==> config.mk <==
export PLATFORM = sky130hd
export DESIGN_NAME = rx_dest_filter
export DESIGN_NICKNAME = d
export VERILOG_FILES = /design/src/rtl/rdf_pkg.sv /design/src/rtl/rdf_byte_track.sv /design/src/rtl/rdf_hash_pick.sv /design/src/rtl/rdf_rule_eval.sv /design/src/rtl/rx_dest_filter.sv
export SDC_FILE = /design/constraint.sdc
export NUM_CORES = 1
export LEC_CHECK = 0
export ABC_AREA = 1
export BUFFER_PORTS_ARGS = -buffer_cell sky130_fd_sc_hd__buf_4
export CAP_MARGIN = 5
export CORE_UTILIZATION = 38
export CTS_BUF_LIST = sky130_fd_sc_hd__clkbuf_4 sky130_fd_sc_hd__clkbuf_8 sky130_fd_sc_hd__clkbuf_16
export CTS_CLUSTER_DIAMETER = 150
export CTS_CLUSTER_SIZE = 40
export DETAILED_ROUTE_END_ITERATION = 7
export PLACE_DENSITY = 0.65
export SLEW_MARGIN = 20
export SYNTH_ARGS = -nofsm -noshare
export SYNTH_HDL_FRONTEND = slang
export SYNTH_SLANG_ARGS = --single-unit
==> constraint.sdc <==
create_clock -name clk -period 3.1 [get_ports clk]
set_input_delay 0.62 -clock clk [delete_from_list [all_inputs] [get_ports clk]]
set_output_delay 0.62 -clock clk [all_outputs]
set_load 0.02 [all_outputs]
==> src/rtl/rdf_pkg.sv <==
package rdf_pkg;

   typedef enum logic [2:0] {
      MK_NONE    = 3'd0,
      MK_EXACT   = 3'd1,
      MK_UHASH   = 3'd2,
      MK_MHASH   = 3'd3,
      MK_BCAST   = 3'd4,
      MK_PROMISC = 3'd5
   } match_kind_e;

   // Advance a CRC-32 register by one byte, least significant bit first.
   function automatic logic [31:0] crc_feed_byte(input logic [31:0] crc_in,
                                                 input logic [7:0]  din,
                                                 input logic [31:0] poly);
      logic [31:0] c;
      logic        fb;
      c = crc_in;
      for (int b = 0; b < 8; b++) begin
         fb = c[31] ^ din[b];
         c  = {c[30:0], 1'b0} ^ (fb ? poly : 32'h0);
      end
      return c;
   endfunction

endpackage

==> src/rtl/rdf_byte_track.sv <==
module rdf_byte_track #(
   parameter int          ADDR_BYTES = 6,
   parameter logic [31:0] CRC_POLY   = 32'h04C1_1DB7,
   parameter bit          INCR_MATCH = 1'b1
) (
   input  logic                    clk,
   input  logic                    rst_n,
   input  logic                    sof,
   input  logic                    byte_vld,
   input  logic [7:0]              byte_data,
   input  logic                    frame_end,
   input  logic [8*ADDR_BYTES-1:0] station_addr,
   output logic                    last_take,
   output logic                    runt_take,
   output logic [31:0]             crc_nxt,
   output logic                    exact_hit,
   output logic                    all_ones,
   output logic                    group_bit
);

   localparam int AW    = 8 * ADDR_BYTES;
   localparam int CNT_W = $clog2(ADDR_BYTES + 1);
   localparam int IDX_W = (ADDR_BYTES > 1) ? $clog2(ADDR_BYTES) : 1;

   logic [CNT_W-1:0] cnt_q;
   logic [CNT_W-1:0] cnt_base;
   logic [IDX_W-1:0] lane_idx;
   logic             active_q;
   logic             act_eff;
   logic             take;
   logic             first_lane;
   logic [31:0]      crc_q;
   logic [31:0]      crc_base;
   logic             grp_q;

   always_comb begin
      cnt_base   = sof ? '0 : cnt_q;
      act_eff    = sof | active_q;
      take       = byte_vld & act_eff;
      first_lane = (cnt_base == '0);
      last_take  = take & (cnt_base == CNT_W'(ADDR_BYTES - 1));
      runt_take  = frame_end & act_eff & ~last_take;
      lane_idx   = (cnt_base >= CNT_W'(ADDR_BYTES)) ? '0 : IDX_W'(cnt_base);
      crc_base   = sof ? 32'hFFFF_FFFF : crc_q;
      crc_nxt    = rdf_pkg::crc_feed_byte(crc_base, byte_data, CRC_POLY);
      group_bit  = first_lane ? byte_data[0] : grp_q;
   end

   always_ff @(posedge clk or negedge rst_n) begin
      if (!rst_n) begin
         cnt_q    <= '0;
         active_q <= 1'b0;
         crc_q    <= 32'hFFFF_FFFF;
         grp_q    <= 1'b0;
      end else begin
         if (sof | take) begin
            cnt_q <= take ? cnt_base + 1'b1 : '0;
            crc_q <= take ? crc_nxt : 32'hFFFF_FFFF;
         end
         if (take && first_lane)
            grp_q <= byte_data[0];
         if (last_take | runt_take)
            active_q <= 1'b0;
         else if (sof)
            active_q <= 1'b1;
      end
   end

   generate
      if (INCR_MATCH) begin : g_incr
         // Running per-byte comparison: two flags instead of an address store.
         logic       eq_q, ones_q;
         logic       eq_base, ones_base;
         logic [7:0] lane_station;
         logic       eq_now, ones_now;

         always_comb begin
            lane_station = station_addr[8*lane_idx +: 8];
            eq_base      = first_lane ? 1'b1 : eq_q;
            ones_base    = first_lane ? 1'b1 : ones_q;
            eq_now       = eq_base & (byte_data == lane_station);
            ones_now     = ones_base & (&byte_data);
         end

         always_ff @(posedge clk or negedge rst_n) begin
            if (!rst_n) begin
               eq_q   <= 1'b0;
               ones_q <= 1'b0;
            end else if (take) begin
               eq_q   <= eq_now;
               ones_q <= ones_now;
            end
         end

         assign exact_hit = eq_now;
         assign all_ones  = ones_now;
      end else begin : g_full
         // Store the leading bytes and compare the full word at the last byte.
         logic [AW-9:0] addr_q;
         logic [AW-1:0] addr_full;

         always_ff @(posedge clk or negedge rst_n) begin
            if (!rst_n) begin
               addr_q <= '0;
            end else begin
               for (int i = 0; i < ADDR_BYTES - 1; i++) begin
                  if (take && (lane_idx == IDX_W'(i)))
                     addr_q[8*i +: 8] <= byte_data;
               end
            end
         end

         assign addr_full = {byte_data, addr_q};
         assign exact_hit = (addr_full == station_addr);
         assign all_ones  = &addr_full;
      end
   endgenerate


   cnt_bound_chk: assert property (@(posedge clk) disable iff (!rst_n)
      cnt_q <= CNT_W'(ADDR_BYTES));


   idle_hold_chk: assert property (@(posedge clk) disable iff (!rst_n)
      (!active_q && !sof) |=> !active_q);


   restart_chk: assert property (@(posedge clk) disable iff (!rst_n)
      sof |=> (cnt_q <= CNT_W'(1)));

endmodule

==> src/rtl/rdf_hash_pick.sv <==
module rdf_hash_pick #(
   parameter int HASH_BITS = 6,
   localparam int TBL_SIZE = 1 << HASH_BITS
) (
   input  logic [31:0]         crc,
   input  logic [TBL_SIZE-1:0] tbl,
   output logic                hit
);

   logic [HASH_BITS-1:0] idx;

   assign idx = crc[31 -: HASH_BITS];
   assign hit = tbl[idx];

endmodule

==> src/rtl/rdf_rule_eval.sv <==
module rdf_rule_eval
   import rdf_pkg::*;
(
   input  logic        exact_hit,
   input  logic        all_ones,
   input  logic        group_bit,
   input  logic        uni_hit,
   input  logic        grp_hit,
   input  logic        bcast_reject,
   input  logic        promisc,
   output logic        accept,
   output match_kind_e kind
);

   always_comb begin
      kind = MK_NONE;
      if (group_bit) begin
         if (all_ones)
            kind = bcast_reject ? MK_NONE : MK_BCAST;
         else if (grp_hit)
            kind = MK_MHASH;
      end else begin
         if (exact_hit)
            kind = MK_EXACT;
         else if (uni_hit)
            kind = MK_UHASH;
      end
      if ((kind == MK_NONE) && promisc)
         kind = MK_PROMISC;
      accept = (kind != MK_NONE);
   end

endmodule

==> src/rtl/rx_dest_filter.sv <==
module rx_dest_filter #(
   parameter int          ADDR_BYTES = 6,
   parameter int          HASH_BITS  = 6,
   parameter logic [31:0] CRC_POLY   = 32'h04C1_1DB7,
   parameter bit          INCR_MATCH = 1'b1
) (
   input  logic                      clk,
   input  logic                      rst_n,
   input  logic                      sof,
   input  logic                      byte_vld,
   input  logic [7:0]                byte_data,
   input  logic                      frame_end,
   input  logic [8*ADDR_BYTES-1:0]   station_addr,
   input  logic [(1<<HASH_BITS)-1:0] uni_hash_tbl,
   input  logic [(1<<HASH_BITS)-1:0] grp_hash_tbl,
   input  logic                      bcast_reject,
   input  logic                      promisc,
   output logic                      verdict_vld,
   output logic                      accept,
   output logic [2:0]                match_kind
);
   import rdf_pkg::*;

   generate
      if (ADDR_BYTES < 2) begin : g_bad_bytes
         $error("ADDR_BYTES must be at least 2");
      end
      if ((HASH_BITS < 1) || (HASH_BITS > 10)) begin : g_bad_hash
         $error("HASH_BITS must lie in 1..10");
      end
   endgenerate

   logic        last_take, runt_take;
   logic [31:0] crc_nxt;
   logic        exact_hit, all_ones, group_bit;
   logic        uni_hit, grp_hit;
   logic        dec_accept;
   match_kind_e dec_kind;

   logic        vld_q, acc_q;
   match_kind_e kind_q;

   rdf_byte_track #(
      .ADDR_BYTES (ADDR_BYTES),
      .CRC_POLY   (CRC_POLY),
      .INCR_MATCH (INCR_MATCH)
   ) track_i (
      .clk          (clk),
      .rst_n        (rst_n),
      .sof          (sof),
      .byte_vld     (byte_vld),
      .byte_data    (byte_data),
      .frame_end    (frame_end),
      .station_addr (station_addr),
      .last_take    (last_take),
      .runt_take    (runt_take),
      .crc_nxt      (crc_nxt),
      .exact_hit    (exact_hit),
      .all_ones     (all_ones),
      .group_bit    (group_bit)
   );

   rdf_hash_pick #(.HASH_BITS(HASH_BITS)) uni_pick_i (
      .crc (crc_nxt),
      .tbl (uni_hash_tbl),
      .hit (uni_hit)
   );

   rdf_hash_pick #(.HASH_BITS(HASH_BITS)) grp_pick_i (
      .crc (crc_nxt),
      .tbl (grp_hash_tbl),
      .hit (grp_hit)
   );

   rdf_rule_eval eval_i (
      .exact_hit    (exact_hit),
      .all_ones     (all_ones),
      .group_bit    (group_bit),
      .uni_hit      (uni_hit),
      .grp_hit      (grp_hit),
      .bcast_reject (bcast_reject),
      .promisc      (promisc),
      .accept       (dec_accept),
      .kind         (dec_kind)
   );

   always_ff @(posedge clk or negedge rst_n) begin
      if (!rst_n) begin
         vld_q  <= 1'b0;
         acc_q  <= 1'b0;
         kind_q <= MK_NONE;
      end else if (last_take) begin
         vld_q  <= 1'b1;
         acc_q  <= dec_accept;
         kind_q <= dec_kind;
      end else if (runt_take) begin
         vld_q  <= 1'b1;
         acc_q  <= 1'b0;
         kind_q <= MK_NONE;
      end else if (sof) begin
         vld_q  <= 1'b0;
         acc_q  <= 1'b0;
         kind_q <= MK_NONE;
      end
   end

   assign verdict_vld = vld_q;
   assign accept      = acc_q;
   assign match_kind  = kind_q;


   verdict_src_chk: assert property (@(posedge clk) disable iff (!rst_n)
      $rose(vld_q) |-> $past(last_take || runt_take));


   verdict_hold_chk: assert property (@(posedge clk) disable iff (!rst_n)
      (vld_q && !sof) |=> (vld_q && $stable(acc_q) && $stable(kind_q)));


   reject_code_chk: assert property (@(posedge clk) disable iff (!rst_n)
      (vld_q && !acc_q) |-> (kind_q == MK_NONE));


   promisc_chk: assert property (@(posedge clk) disable iff (!rst_n)
      (last_take && promisc) |=> acc_q);


   bcast_block_chk: assert property (@(posedge clk) disable iff (!rst_n)
      (last_take && group_bit && all_ones && bcast_reject && !promisc) |=> !acc_q);


   runt_reject_chk: assert property (@(posedge clk) disable iff (!rst_n)
      runt_take |=> (vld_q && !acc_q));

endmodule

---- Word level (Yosys, flattened, before mapping) ----
Cells that the tools add are included.
operators by class
  shifts and indexed selects .............. 1
  multiplexer cells ....................... 37
  reduce and logical (&&, ||, !) cells .... 8
  eq/ne operators ......................... 2
  $lt $le $gt $ge ......................... 2
  bitwise gates (word level) .............. 26
  $add $sub $neg .......................... 1
operator list
  operator                                             number
  bitwise XOR 32 bit                                   8
  two-way mux 27 bit                                   8
  two-way mux 32 bit                                   2
  indexed part select 48 x 7 -> 8 bit                  1
  two-way mux 3 bit                                    11
  binary-select mux 1 bit (select 6 bit)               2
  two-way mux 1 bit                                    12
  == test 8 bit                                        1
  AND reduction 8 bit                                  1
  bitwise XOR 1 bit                                    8
  < comparator 6 x 7 -> 1 bit (second input constant)  1
  bitwise AND 1 bit                                    6
  logical NOT 3 bit                                    2
  nonzero test 3 bit                                   2
  two-way mux 2 bit                                    2
  adder 3 x 1 -> 3 bit (second input constant)         1
  == test 3 bit (second input constant)                1
  >= comparator 3 bit (second input constant)          1
  bitwise OR 1 bit                                     3
  logical AND 1 bit                                    2
  nonzero test 2 bit                                   1
  NOT 1 bit                                            1
word-level totals
  word-level logic and storage cells ...... 86
  output and inout port bits .............. 5
  bits of input ports ..................... 191
  register bits ........................... 44

---- Longest topological paths before layout ----
  depth in word-level cells ............... 35
  mapped depth ............................ 24
  gate-level depth less buffers ........... 22

---- Hierarchy ----
From an unflattened synthesis, not the netlist that was laid out.
second synthesis, totals
  cells, all modules ...................... 811
  area, all modules ....................... 5148.7 um2
modules (own cells, without submodules)
  module          seq. area each (um2)  area each (um2)  times used  cells each
  rdf_byte_track  1016.0                3473.3           1           468
  rdf_hash_pick   0.0                   696.9            2           152
  rx_dest_filter  125.1                 197.7            1           21
  rdf_rule_eval   0.0                   83.8             1           18

---- Worst setup path after synthesis ----
OpenSTA, ideal clock, no wires.
  path type ............................... input port to flip-flop
  from .................................... in sof
  to ...................................... reg acc_q, in the netlist accept
  stages .................................. 21
  data arrival time ....................... 3.075 ns
  library setup time ...................... 0.116 ns
  data required time ...................... 2.984 ns
  slack ................................... -0.091 ns
  buffers on the path ..................... 3
  cells stage by stage .................... buf_4 > buf_6 > nor2_8 > inv_1 > ha_1 > nor2_1 > nor2_1 > nor2_1 > inv_1 > buf_1 > o31ai_1 > xor2_1 > nand3_1 > nor2_1 > nor2_1 > nand3_2 > nand2_1 > nor2_1 > nand2_1 > nand2_1 > nand2_1
on the way
  word-level cells in the longest chain between the ends .. 23
  elaborated cells on any way between the ends .. 59
  classes of those cells .................. order compare (1); eq/ne (2); shift (1); mux (26); bitwise (24); reduce/logical (5)
RTL lines
  item                                                      RTL line                                  source
  start, declared                                           rx_dest_filter.sv:9                       input logic sof,
  two-way mux 32 bit                                        rdf_byte_track.sv:44                      crc_base = sof ? 32'hFFFF_FFFF : crc_q;
  bitwise XOR 32 bit or bitwise XOR 1 bit (tied branches)   rdf_pkg.sv:21, rdf_pkg.sv:20
  bitwise XOR 1 bit or two-way mux 27 bit (tied branches)   rdf_pkg.sv:20, rdf_pkg.sv:21
  two-way mux 27 bit or bitwise XOR 32 bit (tied branches)  rdf_pkg.sv:21                             c = {c[30:0], 1'b0} ^ (fb ? poly : 32'h0);
  bitwise XOR 32 bit (5 in series)                          rdf_pkg.sv:21
  bitwise XOR 32 bit or bitwise XOR 1 bit (tied branches)   rdf_pkg.sv:21, rdf_pkg.sv:20
  bitwise XOR 1 bit or two-way mux 27 bit (tied branches)   rdf_pkg.sv:20, rdf_pkg.sv:21
  two-way mux 27 bit or bitwise XOR 32 bit (tied branches)  rdf_pkg.sv:21
  (+3 left out)                                             -
  two-way mux 2 bit, on equally long branches               rdf_rule_eval.sv:20, rdf_rule_eval.sv:25
  two-way mux 3 bit, on equally long branches               rdf_rule_eval.sv:18, rdf_rule_eval.sv:23
  two-way mux 3 bit                                         rdf_rule_eval.sv:17                       if (group_bit) begin
  logical NOT 3 bit                                         rdf_rule_eval.sv:28                       if ((kind == MK_NONE) && promisc)
  logical AND 1 bit                                         rdf_rule_eval.sv:28
  two-way mux 3 bit                                         rdf_rule_eval.sv:28
  nonzero test 3 bit                                        rdf_rule_eval.sv:30                       accept = (kind != MK_NONE);
  two-way mux 1 bit                                         rx_dest_filter.sv:92                      end else if (last_take) begin
  end signal, assigned                                      rx_dest_filter.sv:94                      acc_q <= dec_accept;
  end, declared                                             rx_dest_filter.sv:40                      logic vld_q, acc_q;
Several ways; a longest one is shown, not always the timed one. The select of a mux whose other input is x is not followed.
A chain may end at the register's enable or synchronous reset.

---- Final worst setup path ----
Ends and elaborated chain as after synthesis.

==> flow_summary.rst <==
.. list-table::
   :header-rows: 1

   * - Metric
     - Value
   * - Status
     - completed
   * - Die W
     - 115 um
   * - Cell repeated most along the worst path
     - sky130_fd_sc_hd__nor2_1
   * - TritonCTS Sinks
     - 44
   * - DR DRC count
     - 0
   * - Crit-path cells
     - buf_4 -> nor2_8 -> inv_1 -> ha_1 -> nor2_2 -> buf_4 -> o21ai_4 -> buf_4 -> nor2_1 -> o31ai_1 -> xor2_1 -> nor2_1 -> nand3_1 -> nor2_1 -> nor2_1 -> nand3_2 -> nand2_1 -> nor2_1 -> nand2_1 -> nand2_1 -> nand2_1
   * - Clock tree from TritonCTS
     - built
   * - Min Clock Period, post-route
     - 2.85 ns
   * - Number of antenna violations at the first check in global routing
     - 0
   * - # port buffers
     - 195
   * - Net count, final
     - 1199
   * - Slew margin rel.
     - 63.3%
   * - Routed wire per std cell
     - 14.3 um
   * - P_leak
     - 3.55 nW
   * - Die Area
     - 13300 um^2
   * - Average cell area after synthesis
     - 6.21 um^2
   * - Register clock-pin slew on the reported worst setup and hold paths
     - 0.06 ns
   * - Synthesized net count
     - 978
   * - Buffer type at the clock tree root
     - sky130_fd_sc_hd__clkbuf_16
   * - Warnings from Yosys
     - 0
   * - Unrepaired setup endpoints after global routing
     - no
   * - Largest net degree at the start of global routing
     - 45
   * - Post-synthesis cell area
     - 4860 um^2
   * - First-pass GRT wire length
     - 26.9 mm
   * - Largest voltage drop on the vdd net
     - 0.378 mV
   * - Max capacitance violation total
     - 0
   * - Routed Wire Length
     - 16.8 mm
   * - Kind of path behind the tightest hold check
     - primary input to async pin
   * - First-pass iteration count of the detailed router
     - 6
   * - Inserted Diodes
     - 0
   * - Worst Path Class, Setup
     - primary input to flip-flop
   * - Signed area change from the synthesized netlist to the final layout
     - 44.2%
   * - Number of H-tree levels
     - 2
   * - Crit. End Element
     - flip-flop
   * - Type of element launching the critical path
     - primary input
   * - Effective utilization at floorplan
     - 39.7%
   * - I/O Pins
     - 196
   * - Largest stage delay on the critical path
     - 0.31 ns
   * - Highest achievable clock rate
     - 351 MHz
   * - Vias in the first global route
     - 5620
   * - Post-route clock skew
     - 0.00501 ns
   * - Distinct cells, synth
     - 45
   * - Instance area after placement
     - 6810 um^2
   * - Maximum count of clock buffers along a single path
     - 2
   * - Sum Neg Setup Slack
     - 0 ns
   * - Total via count in the routed design
     - 5843
   * - GP Congestion
     - 0.828
   * - Number of hold buffers added after cts
     - 0
   * - Fin crit share
     - 91.8%
   * - Worst setup timing slack at the placement stage
     - -0.0848 ns
   * - Number of pins with negative max-slew slack in the final report
     - 0
   * - Filler cells
     - 1250
   * - Data required time at the worst endpoint
     - 3.28 ns
   * - Antenna viol nets, final
     - 0
   * - Remaining global-route overflow
     - 0
   * - Finish-stage setup viols
     - 0
   * - Number of hold violations in the final report
     - 0
   * - 1st-iter DRT viols
     - 443
   * - Synthesized flop and latch total
     - 44
   * - Floorplan row count
     - 40
   * - Vertical extent of the die
     - 115 um
   * - Post-detail-place hpwl
     - 13.3 mm
   * - Area of the core
     - 12300 um^2
   * - Fraction of layout instances using a drive strength above 1
     - 33.6%
   * - Gate count of the mapped netlist
     - 783
   * - Maximum fanout along the worst path
     - 11
   * - Register area share after synthesis
     - 23.5%
   * - Power density over cell area
     - 623 nW/um^2
   * - Post-route cell area
     - 7010 um^2
   * - Arrival time at the worst endpoint
     - 3.02 ns
   * - Clock insertion delay at the later pin of the skew report
     - 0.28 ns
   * - Total GRT Usage
     - 25.5%
   * - Slowest stage cell on the critical path
     - sky130_fd_sc_hd__o31ai_1
   * - Final setup margin
     - 0.254 ns
   * - TritonCTS Buffers
     - 5
   * - Tightest Pin Transition
     - 0.550 ns
   * - Vias per cell
     - 4.98
## worst paths after layout
kind,start,end,slack [ns],cells after the start
worst min register to register,track_i.crc_q[5],track_i.crc_q[5],0.47,2
min in group clk,track_i.crc_q[5],track_i.crc_q[5],0.47,2
worst max register to register,track_i.cnt_q[0],accept,0.28,21
max in group asynchronous,rst_n,track_i.crc_q[28],2.39,1
worst max-delay path,sof,accept,0.25,21
worst min-delay path,rst_n,verdict_vld,0.33,1
## placed cells by master (no fill, tap or decap), types with 4 or more instances in the layout
cell,n
sky130_fd_sc_hd__ha_1,4
sky130_fd_sc_hd__o31ai_1,8
sky130_fd_sc_hd__xor2_1,33
sky130_fd_sc_hd__o21ai_1,4
sky130_fd_sc_hd__o21ai_0,23
sky130_fd_sc_hd__xnor2_1,13
sky130_fd_sc_hd__nand3_1,169
sky130_fd_sc_hd__inv_1,56
sky130_fd_sc_hd__clkbuf_16,5
sky130_fd_sc_hd__nand2_4,4
sky130_fd_sc_hd__a21oi_1,17
sky130_fd_sc_hd__nand2_1,240
sky130_fd_sc_hd__buf_4,243
sky130_fd_sc_hd__dfstp_2,32
sky130_fd_sc_hd__dfrtp_1,12
sky130_fd_sc_hd__inv_2,8
sky130_fd_sc_hd__nand2_2,10
sky130_fd_sc_hd__nand3_2,5
sky130_fd_sc_hd__nor2_1,66
sky130_fd_sc_hd__buf_12,6
sky130_fd_sc_hd__o22ai_1,5
## report_power, final
| part | internal (mW) | leakage, nW | switching (mW) |
|---|---|---|---|
| logic | 1.22 | 2.98 | 1.66 |
| clock network | 0.388 | 0.0843 | 0.215 |
| registers | 0.814 | 0.493 | 0.0739 |
| total | 2.42 | 3.55 | 1.95 |
## area by class of cell
type	count	area, um^2	share of cell area (%)
Tap cell	168	210	3.00
Clock inverter	2	35.0	0.500
Clock buffer	6	133	1.89
Inverter	66	253	3.60
Timing Repair Buffer	250	1960	27.9
Multi-Input combinational cell	637	3290	46.9
Sequential cell	44	1140	16.3
## state kept, by name, summed over array words and instances (netlist names)
signal	count
track_i.active_q	1
track_i.g_incr.eq_q	1
match_kind	3
accept	1
track_i.grp_q	1
track_i.cnt_q	3
verdict_vld	1
track_i.crc_q	32
track_i.g_incr.ones_q	1
## worst max-delay path, delay by kind of cell
kind / cells / cell delay [ns]
buffers and inverters: 4 / 0.60
adder cells (fa/ha/maj): 1 / 0.15
AND/OR/NAND/NOR: 13 / 1.06
XOR/XNOR: 1 / 0.11
AO/OA/AOI/OAI: 2 / 0.47
## routing by layer
metal  up-vias  track usage [%]  part of all wire (%)
met3        20             3.00                   5.9
met4         0             5.89                   1.7
met2       183             46.3                    50
met1      2656             32.1                    43
li1       2984                -                     -
met5         -                0                     0
## through the flow
stage	utilization [%]	std cells	hold WS (ns)	total power, mW
2_1_floorplan	-	783	0.324	2.81
3_3_place_gp	55.6	1165	0.461	3.74
3_5_place_dp	55.6	1165	0.460	3.76
4_1_cts	56.9	1173	0.353	4.38
5_1_grt	57.2	1173	0.378	4.76
6_report	57.2	1173	0.332	4.37
## cell families (layout without fill, tap and decap cells)
group / after synthesis / after routing / synth area share [%]
flops: 44 / 44 / 23.5
buf+inv: 102 / 324 / 9.62
xor+xnor: 52 / 52 / 10.5
simple gates: 508 / 508 / 46.2
fa+ha+maj: 4 / 4 / 1.03
compound gates: 73 / 73 / 9.18
## synthesized netlist by cell type (all sizes together)
cell    number  share of area (%)
buf         28                3.9
dfrtp       12                6.2
o31ai       11                1.7
inv         66                5.1
nand3b       1               0.15
o21ai       28                3.1
o22ai        5               0.64
a31oi        1               0.13
o21a         1               0.15
dfstp       32                 17
a22o         1               0.18
o21bai       2               0.31
o41ai        1               0.18
nor3         2               0.21
nand2      254                 21
xor2        36                6.9
or2          2               0.26
o211ai       2               0.31
a221oi       1               0.18
nand3      174                 18
a22oi        2               0.31
xnor2       16                3.6
nand4        2               0.26
o221a        1               0.23
a21oi       17                1.7
nor2        72                6.3
ha           4                1.0
clkbuf       8               0.62
nor4         1               0.13
## timing repair
item,CTS,global route
setup endpoints to repair,0,2
endpoints found under the hold margin,0,0
gates resized for setup,0,8
setup buffers,0,0
(Power assumes the default switching activity.)
